[config.mk]
export PLATFORM = sky130hd
export DESIGN_NAME = burst_rd_seq
export DESIGN_NICKNAME = d
export VERILOG_FILES = /design/src/rtl/brs_pkg.sv /design/src/rtl/brs_mode_dec.sv /design/src/rtl/brs_beat_ctr.sv /design/src/rtl/brs_addr_gen.sv /design/src/rtl/burst_rd_seq.sv
export SDC_FILE = /design/constraint.sdc
export NUM_CORES = 1
export LEC_CHECK = 0
export ABC_AREA = 1
export BUFFER_PORTS_ARGS = -buffer_cell sky130_fd_sc_hd__buf_4
export CORE_MARGIN = 3
export CORE_UTILIZATION = 53
export CTS_CLUSTER_SIZE = 10
export DETAILED_ROUTE_END_ITERATION = 12
export GPL_TIMING_DRIVEN = 1
export MAX_ROUTING_LAYER = met4
export PLACE_DENSITY = 0.81
export SLEW_MARGIN = 30
export SYNTH_ARGS = -nofsm -noshare
export SYNTH_HDL_FRONTEND = slang
export SYNTH_SLANG_ARGS = --single-unit
[constraint.sdc]
create_clock -name clk_i -period 4 [get_ports clk_i]
set_clock_uncertainty 0.15 [all_clocks]
set_input_delay 0.8 -clock clk_i [delete_from_list [all_inputs] [get_ports clk_i]]
set_output_delay 0.8 -clock clk_i [all_outputs]
set_load 0.02 [all_outputs]
[src/rtl/brs_pkg.sv]
package brs_pkg;
  localparam int LINE_BYTES = 16;
  localparam int OFF_W      = $clog2(LINE_BYTES);
  localparam int BEAT_W     = $clog2(LINE_BYTES);

  typedef enum logic [1:0] {
    SZ_LONG = 2'd0,
    SZ_BYTE = 2'd1,
    SZ_WORD = 2'd2,
    SZ_LINE = 2'd3
  } size_e;

  function automatic logic [4:0] op_bytes(input logic [1:0] c);
    case (c)
      2'd1:    return 5'd1;
      2'd2:    return 5'd2;
      2'd3:    return 5'd16;
      default: return 5'd4;
    endcase
  endfunction

  function automatic logic [1:0] port_shift(input logic [1:0] c);
    case (c)
      2'd1:    return 2'd0;
      2'd2:    return 2'd1;
      default: return 2'd2;
    endcase
  endfunction

  // size code of one port-wide transfer
  function automatic logic [1:0] port_code(input logic [1:0] c);
    return (c == 2'd3) ? 2'd0 : c;
  endfunction
endpackage

[src/rtl/brs_mode_dec.sv]
module brs_mode_dec
  import brs_pkg::*;
(
  input  logic [1:0]        op_i,
  input  logic [1:0]        port_i,
  input  logic              burst_en_i,
  input  logic              dram_i,
  output logic              burst_o,
  output logic [BEAT_W-1:0] last_idx_o,
  output logic [1:0]        size_o,
  output logic [1:0]        step_sh_o,
  output logic [OFF_W-1:0]  wrap_mask_o,
  output logic [OFF_W-1:0]  align_mask_o
);
  logic [4:0] ob;
  logic [4:0] pb;
  logic [4:0] nbeats;
  logic       wide;

  always_comb begin
    ob           = op_bytes(op_i);
    step_sh_o    = port_shift(port_i);
    pb           = 5'd1 << step_sh_o;
    wide         = ob > pb;
    nbeats       = wide ? (ob >> step_sh_o) : 5'd1;
    last_idx_o   = BEAT_W'(nbeats - 5'd1);
    burst_o      = wide && (burst_en_i || dram_i);
    size_o       = (burst_o || !wide) ? op_i : port_code(port_i);
    wrap_mask_o  = OFF_W'(ob - 5'd1);
    align_mask_o = (ob >= 5'd4) ? OFF_W'(3) : OFF_W'(ob - 5'd1);
  end
endmodule

[src/rtl/brs_beat_ctr.sv]
module brs_beat_ctr #(
  parameter int W = 4
) (
  input  logic         clk_i,
  input  logic         rst_ni,
  input  logic         load_i,
  input  logic         adv_i,
  input  logic [W-1:0] last_idx_i,
  output logic [W-1:0] idx_o,
  output logic         last_o,
  output logic         first_cyc_o
);
  logic [W-1:0] idx_q;
  logic         first_q;

  assign idx_o       = idx_q;
  assign last_o      = idx_q == last_idx_i;
  assign first_cyc_o = first_q;

  always_ff @(posedge clk_i or negedge rst_ni) begin
    if (!rst_ni) begin
      idx_q   <= '0;
      first_q <= 1'b0;
    end else begin
      first_q <= load_i || (adv_i && !last_o);
      if (load_i)                idx_q <= '0;
      else if (adv_i && !last_o) idx_q <= idx_q + 1'b1;
    end
  end
endmodule

[src/rtl/brs_addr_gen.sv]
module brs_addr_gen
  import brs_pkg::*;
#(
  parameter int ADDR_W = 32
) (
  input  logic [ADDR_W-1:0] base_i,
  input  logic [BEAT_W-1:0] idx_i,
  input  logic [1:0]        step_sh_i,
  input  logic [OFF_W-1:0]  wrap_mask_i,
  input  logic [OFF_W-1:0]  align_mask_i,
  output logic [ADDR_W-1:0] addr_o
);
  logic [OFF_W-1:0] off;
  logic [OFF_W-1:0] lo_al;
  logic [OFF_W-1:0] lo;

  always_comb begin
    off    = OFF_W'(idx_i) << step_sh_i;
    lo_al  = base_i[OFF_W-1:0] & ~align_mask_i;
    lo     = (lo_al & ~wrap_mask_i) | ((lo_al + off) & wrap_mask_i);
    addr_o = {base_i[ADDR_W-1:OFF_W], lo};
  end
endmodule

[src/rtl/burst_rd_seq.sv]
module burst_rd_seq
  import brs_pkg::*;
#(
  parameter int ADDR_W = 32
) (
  input  logic              clk_i,
  input  logic              rst_ni,
  input  logic              start_i,
  input  logic [ADDR_W-1:0] addr_i,
  input  logic [1:0]        opsz_i,
  input  logic [1:0]        port_i,
  input  logic              burst_en_i,
  input  logic              dram_i,
  input  logic              ready_i,
  output logic              busy_o,
  output logic [ADDR_W-1:0] addr_o,
  output logic [1:0]        size_o,
  output logic              burst_o,
  output logic              tstart_o,
  output logic              done_o
);
  logic              busy_q;
  logic [ADDR_W-1:0] base_q;
  logic [1:0]        op_q;
  logic [1:0]        port_q;
  logic              en_q;
  logic              dram_q;

  logic              accept;
  logic              adv;
  logic              burst;
  logic [BEAT_W-1:0] last_idx;
  logic [1:0]        size;
  logic [1:0]        step_sh;
  logic [OFF_W-1:0]  wrap_mask;
  logic [OFF_W-1:0]  align_mask;
  logic [BEAT_W-1:0] idx;
  logic              last;
  logic              first_cyc;
  logic [ADDR_W-1:0] beat_addr;

  assign accept = start_i && !busy_q;
  assign adv    = busy_q && ready_i;

  always_ff @(posedge clk_i or negedge rst_ni) begin
    if (!rst_ni) begin
      busy_q <= 1'b0;
      base_q <= '0;
      op_q   <= '0;
      port_q <= '0;
      en_q   <= 1'b0;
      dram_q <= 1'b0;
    end else if (accept) begin
      busy_q <= 1'b1;
      base_q <= addr_i;
      op_q   <= opsz_i;
      port_q <= port_i;
      en_q   <= burst_en_i;
      dram_q <= dram_i;
    end else if (adv && last) begin
      busy_q <= 1'b0;
    end
  end

  brs_mode_dec u_dec (
    .op_i        (op_q),
    .port_i      (port_q),
    .burst_en_i  (en_q),
    .dram_i      (dram_q),
    .burst_o     (burst),
    .last_idx_o  (last_idx),
    .size_o      (size),
    .step_sh_o   (step_sh),
    .wrap_mask_o (wrap_mask),
    .align_mask_o(align_mask)
  );

  brs_beat_ctr #(.W(BEAT_W)) u_ctr (
    .clk_i      (clk_i),
    .rst_ni     (rst_ni),
    .load_i     (accept),
    .adv_i      (adv),
    .last_idx_i (last_idx),
    .idx_o      (idx),
    .last_o     (last),
    .first_cyc_o(first_cyc)
  );

  brs_addr_gen #(.ADDR_W(ADDR_W)) u_addr (
    .base_i      (base_q),
    .idx_i       (idx),
    .step_sh_i   (step_sh),
    .wrap_mask_i (wrap_mask),
    .align_mask_i(align_mask),
    .addr_o      (beat_addr)
  );

  assign busy_o   = busy_q;
  assign addr_o   = busy_q ? beat_addr : '0;
  assign size_o   = busy_q ? size : 2'd0;
  assign burst_o  = busy_q && burst;
  assign tstart_o = busy_q && first_cyc && (!burst || idx == '0);
  assign done_o   = adv && last;
endmodule

==> reports/results.txt, run 1 <==
Status = complete, no violations
Hold_ws = 341 ps
R2R depth = 19
Combinational share of power = 69.8%
Via count of the first global-routing pass = 2357
Worst-path clk slew = 80 ps
Core box area = 5140 sq um
Layout cells sized above 1 = 38.7%
Worst EP arrival = 2880 ps
Syn Area/Cell = 8.77 sq um
DPL Wire Length = 4720 um
Placer congestion estimate = 0.841
Initial Util = 55.3%
Number of port buffers = 79
Post-synthesis xor/xnor area fraction = 1.85%
Die Wd = 79.2 um
# DRC = 0
Critical path class = reg -> out
Area leader, netlist = dfrtp_1
Post-synthesis compound-gate area fraction = 5.68%
Final setup viols = 0
Worst skew pair latency = 290 ps
Sw Pwr = 1750 uW
Post-Synth Simple-Gate Area = 21.1%
Largest family of logic cells by synthesized area = simple AND/OR/NAND/NOR gates
Distinct cells, synth = 30
Synthesized Nets = 386
Clock root buffer = clkbuf_8
Die height = 79.2 um
CTS Buf Count = 5
Maximum clock rate = 261 MHz
CTS Hold Buffers Added = 0
ANT nets after route = 0
Worst min-delay path class = in -> async
CTS tree = done
Wirelength, routed = 6310 um
Post-synth top area share = 38.7%
R2R Setup Slk = 1150 ps
Final net count = 464
WL per Instance = 13.3 um
Clock Sinks = 44
Reg2reg end = u_ctr.idx_o[0]$_DFFE_PN0P_
Die area = 6280 sq um
Critical R2R Launch = port_q[0]$_DFFE_PN0P_
Fin util = 70.4%
Post-synthesis mux area share = 12.3%
All-layer global routing usage = 21.7%
Leakage = 0.00203 uW
Drt via density = 4.88
VDD IR max = 0.477 mV
Global-route wire length before repair = 10500 um
DR iter-0 viols = 49
Setup_tns = 0 ps
Crit path max fanout = 5
Top cells by area, synth = dfrtp_1 (39%), mux2_2 (12%), ha_1 (8.4%)
Post-Syn Area = 2840 sq um
Clock share of power = 8.1%
Final min period = 3830 ps
Sequential share of power = 22.1%
Period utilization = 95.9%
Area Growth Syn to Fin = 27.3%
Pre-Repair DR Iteration Count = 5
Final Hold Fails = 0
ANT cells = 0
Sw Ratio = 48.5%
Syn Inst Count = 324
Largest net degree at the start of global routing = 45
CP startpoint kind = flop
Register bit total from synthesis = 44
Via count = 2308
Sequential area share after synthesis = 38.7%
Max Cap Viol = 0
Initial antenna violation count = 0
Max Root-Sink Buffers = 2
Core Rows = 26
Pwr Density = 996 nW/um^2
Max-slew headroom = 62.6%
H-tree depth = 2
Worst path required time = 3050 ps
Worst Tran Pin Value = 559 ps
I/O pin count = 80
Grt ovf = 0
CP Capture Type = primary output
Post-synthesis adder-cell area fraction = 9.07%
Ys Warns = 0
Internal power = 1860 uW
Max-slew violation count = 0
-- metrics by stage --
stage                     area (sq um)  setup WS (ps)  std cells  total power [uW]
after global routing              3620          -6.66        473              3920
final                             3620            165        473              3600
after CTS                         3560           59.8        471              3510
after global placement            3460            394        462              3130
after floorplan                   2840            545        324              2550
after detailed placement          3460            310        462              3200
-- final cells by class --
class | count | area [sq um]
fill | 402 | 1520
multi-input combinational | 205 | 1470
sequential | 44 | 1100
timing repair buffer | 84 | 631
inverter | 62 | 238
tap | 70 | 87.6
clock buffer | 7 | 86.3
clock inverter | 1 | 7.51
-- registers in the layout (all words and copies together) (netlist names) --
name / count
base_q: 32
busy_o: 1
dram_q: 1
en_q: 1
op_q: 2
port_q: 2
u_ctr.first_cyc_o: 1
u_ctr.idx_o: 4
-- power groups by stage --
stage	registers [uW]	clock network, uW	logic (uW)
finish	795	293	2520
global route	825	314	2780
CTS	792	296	2420
detailed placement	804	0	2390
global placement	788	0	2340
floorplan	759	0	1790
-- kinds of logic (layout without fill, tap and decap cells) --
kind of cell               count (synthesis)  in the layout
buffers and inverters                     75            154
AOI/OAI and AO/OA                         31             31
xor gates and xnor gates                   6              6
DFF                                       44             44
muxes                                     31             31
adders and majority gates                 20             20
and+or+nand+nor                          117            117
-- synth_stat cells, drive strengths merged --
cell type and instances:
o21ai 12, a211oi 1, nand3b 1, fa 1, or2 1, ha 19, a21oi 16, nor2 21
xor2 5, nand3 19, nand2 70, mux2 31, dfrtp 44, o22ai 1, clkbuf 5, o211ai 1
xnor2 1, inv 62, buf 8, nand4 5
-- critical path: stages (launching register included) --
cell and delay [ps]:
dfrtp_1 390, inv_2 100, ha_2 180, inv_1 40
ha_1 260, nand2_1 80, nor2_4 130, nand3b_4 90
nand2_4 90, nand2_1 60, inv_1 70, nand3_1 110
ha_4 300, xor2_1 160, nand3_2 100, nor2_4 150
nand3_2 80, inv_1 60, buf_4 130
-- how the worst max path moves through the flow --
stage	slack, ps	end	cells after the start	from
after global routing	-7	done_o	18	port_q[0]$_DFFE_PN0P_
after detailed placement	310	done_o	19	op_q[0]$_DFFE_PN0P_
after global placement	390	done_o	19	op_q[0]$_DFFE_PN0P_
after CTS	60	done_o	20	port_q[0]$_DFFE_PN0P_
final	170	done_o	18	port_q[0]$_DFFE_PN0P_
after floorplan	550	done_o	18	op_q[0]$_DFFE_PN0P_
-- repair_timing --
action	in CTS	in global routing
pin swaps	0	3
resized for setup	1	10
endpoints found under the setup margin	1	2
buffers inserted	1	2
-- layout by cell type, fill, tap and decap left out, types with 3 or more instances in the layout --
cell	count
buf_4	84
nand2_1	59
inv_1	57
dfrtp_1	44
mux2_2	31
nor2_1	18
a21oi_1	16
ha_1	15
nand3_1	11
o21ai_0	10
nand3_2	8
nand2_2	6
clkbuf_8	6
nand2_4	5
nand4_1	5
inv_2	4
xor2_1	4
nor2_4	3
-- per-layer routing --
metal / GRT usage (%) / vias to the layer above / part of all wire, %
li1: - / 1163 / -
met1: 26.5 / 1070 / 43
met2: 35.9 / 63 / 49
met3: 5.67 / 12 / 6.3
met4: 5.84 / 0 / 1.5
met5: - / - / 0
(Power assumes the default switching activity.)
==> run 2, diff against run 1 <==
- clock period: 4 -> 3.8 ns (I/O delays scaled with it)
==> run 2 against run 1 <==
- flip-flop and latch count unchanged
- highest routed layer unchanged
- cell count rose by 2.5%
- core utilization up 4.2 points
- sequential power grew 6.8%
- total power is 20% higher
- non-clock buffer count increased by 12
- cell area grew 6.0%
==> reports/results.txt, run 2 (synthesized netlist as in run 1, its figures left out) <==
Largest net degree at the start of global routing = 48
Placer congestion estimate = 0.854
Via count of the first global-routing pass = 2411
Setup_tns = 0 ps
Wirelength, routed = 6950 um
Worst skew pair latency = 300 ps
Final min period = 3780 ps
ANT cells = 0
Period utilization = 99.4%
DR iter-0 viols = 113
ANT nets after route = 0
Slowest cell delay on critical path = 400 ps
Core Rows = 26
CTS Hold Buffers Added = 0
Worst EP arrival = 2870 ps
Critical R2R Launch = port_q[0]$_DFFE_PN0P_
Cell mode on critical path = inv_2
# DRC = 0
Max-slew headroom = 62.9%
Critical-path top delay cell = dfrtp_1
All-layer global routing usage = 23.0%
Die height = 79.2 um
Max Cap Viol = 0
Die Wd = 79.2 um
Maximum clock rate = 265 MHz
Crit path max fanout = 5
Largest delay share family, worst path = simple AND/OR/NAND/NOR gates
Worst setup startpoint = port_q[0]$_DFFE_PN0P_
Largest register FFs = 32
Initial Util = 55.3%
VDD IR max = 0.572 mV
Largest Register = base_q
Via count = 2438
Pre-Repair DR Iteration Count = 4
CP startpoint kind = flop
Initial antenna violation count = 0
H-tree depth = 2
Final setup viols = 0
Number of port buffers = 79
Most frequent cells in the layout = buf_4 (92), nand2_1 (57), inv_1 (51)
Grt ovf = 0
DPL Wire Length = 4870 um
Max Root-Sink Buffers = 2
I/O pin count = 80
Grt peak-use layer = met2
CTS tree = done
Unrepaired setup endpoints after global routing = yes
Fin util = 74.6%
Status = complete, no violations
CP Capture Type = primary output
R2R Setup Slk = 830 ps
Core box area = 5140 sq um
Met1 Use GR = 28.1%
Clock root buffer = clkbuf_8
GRT met2 Usage = 38.3%
Worst-path clk slew = 90 ps
Leakage = 0.00213 uW
WL per Instance = 14.3 um
Layout cells sized above 1 = 45.1%
Area Growth Syn to Fin = 35.0%
Fill cell count = 360
Global-route wire length before repair = 11100 um
Worst path required time = 2890 ps
Pwr Density = 1130 nW/um^2
Worst min-delay path class = in -> async
Commonest non-fill, non-tap cell in the layout = buf_4
CTS Buf Count = 5
Clock Sinks = 44
Worst-path cell chain = inv_2 -> ha_2 -> inv_2 -> ha_4 -> nand2_4 -> nor2_4 -> nand3b_4 -> nand2_4 -> nand2_4 -> inv_2 -> nand3_2 -> ha_4 -> xor2_2 -> inv_1 -> nand4_1 -> nand2_2 -> nor2_4 -> nand3_2 -> inv_2 -> buf_6
Max-slew violation count = 0
Drt via density = 5.03
GR Layer Usage met3 = 5.44%
Final net count = 476
Final Hold Fails = 0
Die area = 6280 sq um
Critical path class = reg -> out
Crit path buf inv count = 6
Worst Tran Pin Value = 557 ps
## run 2: final timing paths
check,end,depth (start not counted)
worst max register to register,u_ctr.idx_o[2]$_DFFE_PN0P_,22
max in group asynchronous,dram_q$_DFFE_PN0P_,1
min in group clk_i,base_q[16]$_DFFE_PN0P_,1
worst min register to register,base_q[16]$_DFFE_PN0P_,1
worst max-delay path,done_o,20
worst min-delay path,base_q[24]$_DFFE_PN0P_,1
## run 2: timing repair
| action | in CTS | in global routing |
|---|---|---|
| setup endpoints to repair | 2 | 2 |
| gates resized for setup | 4 | 38 |
| buffers inserted | 3 | 12 |
| pin swaps | 2 | 16 |
## run 2: metrics by stage
stage               power (uW)  setup slack (ps)  cells  hold WS [ps]  cell area, sq um
global placement          3300               234    462           337              3460
detailed placement        3370               144    462           344              3460
CTS                       3850              18.1    473           305              3620
finish                    4330              22.7    485           289              3840
floorplan                 2690               385    324           314              2840
global route              4660              -106    485           313              3840
## run 2: worst reg2reg max path, stage by stage, from the launching register on
cell and delay, ps:
dfrtp_1 400, inv_2 90, ha_2 200, inv_2 50
ha_4 260, nand2_4 50, nor2_4 170, nand3b_4 100
nand2_4 100, nand2_4 60, inv_2 60, nand3_2 80
ha_4 190, xor2_2 170, inv_1 70, nand4_1 100
nand2_2 120, nor2_4 50, buf_4 130, nand2_4 80
nand2_4 80, nand3_2 70, nand2_1 50
## run 2: routing by layer
layer  part of all wire, %  wire, um
met2                    50      3510
met5                     0         0
met1                    41      2860
met4                   2.0       138
met3                   6.4       442
## run 2: cell type report
cell class	count	area [sq um]	share of cell area, %
Clock buffer	6	82.6	2.15
Inverter	62	240	6.26
Multi-Input combinational cell	205	1550	40.4
Timing Repair Buffer	96	736	19.2
Tap cell	70	87.6	2.28
Sequential cell	44	1100	28.7
Clock inverter	2	38.8	1.01
## run 2: report_power, final
group | internal [uW] | switching, uW | leakage, uW
Clock | 215 | 168 | 0.0000614
Combinational | 1380 | 1720 | 0.00155
Sequential | 693 | 156 | 0.000522
Total | 2280 | 2040 | 0.00213
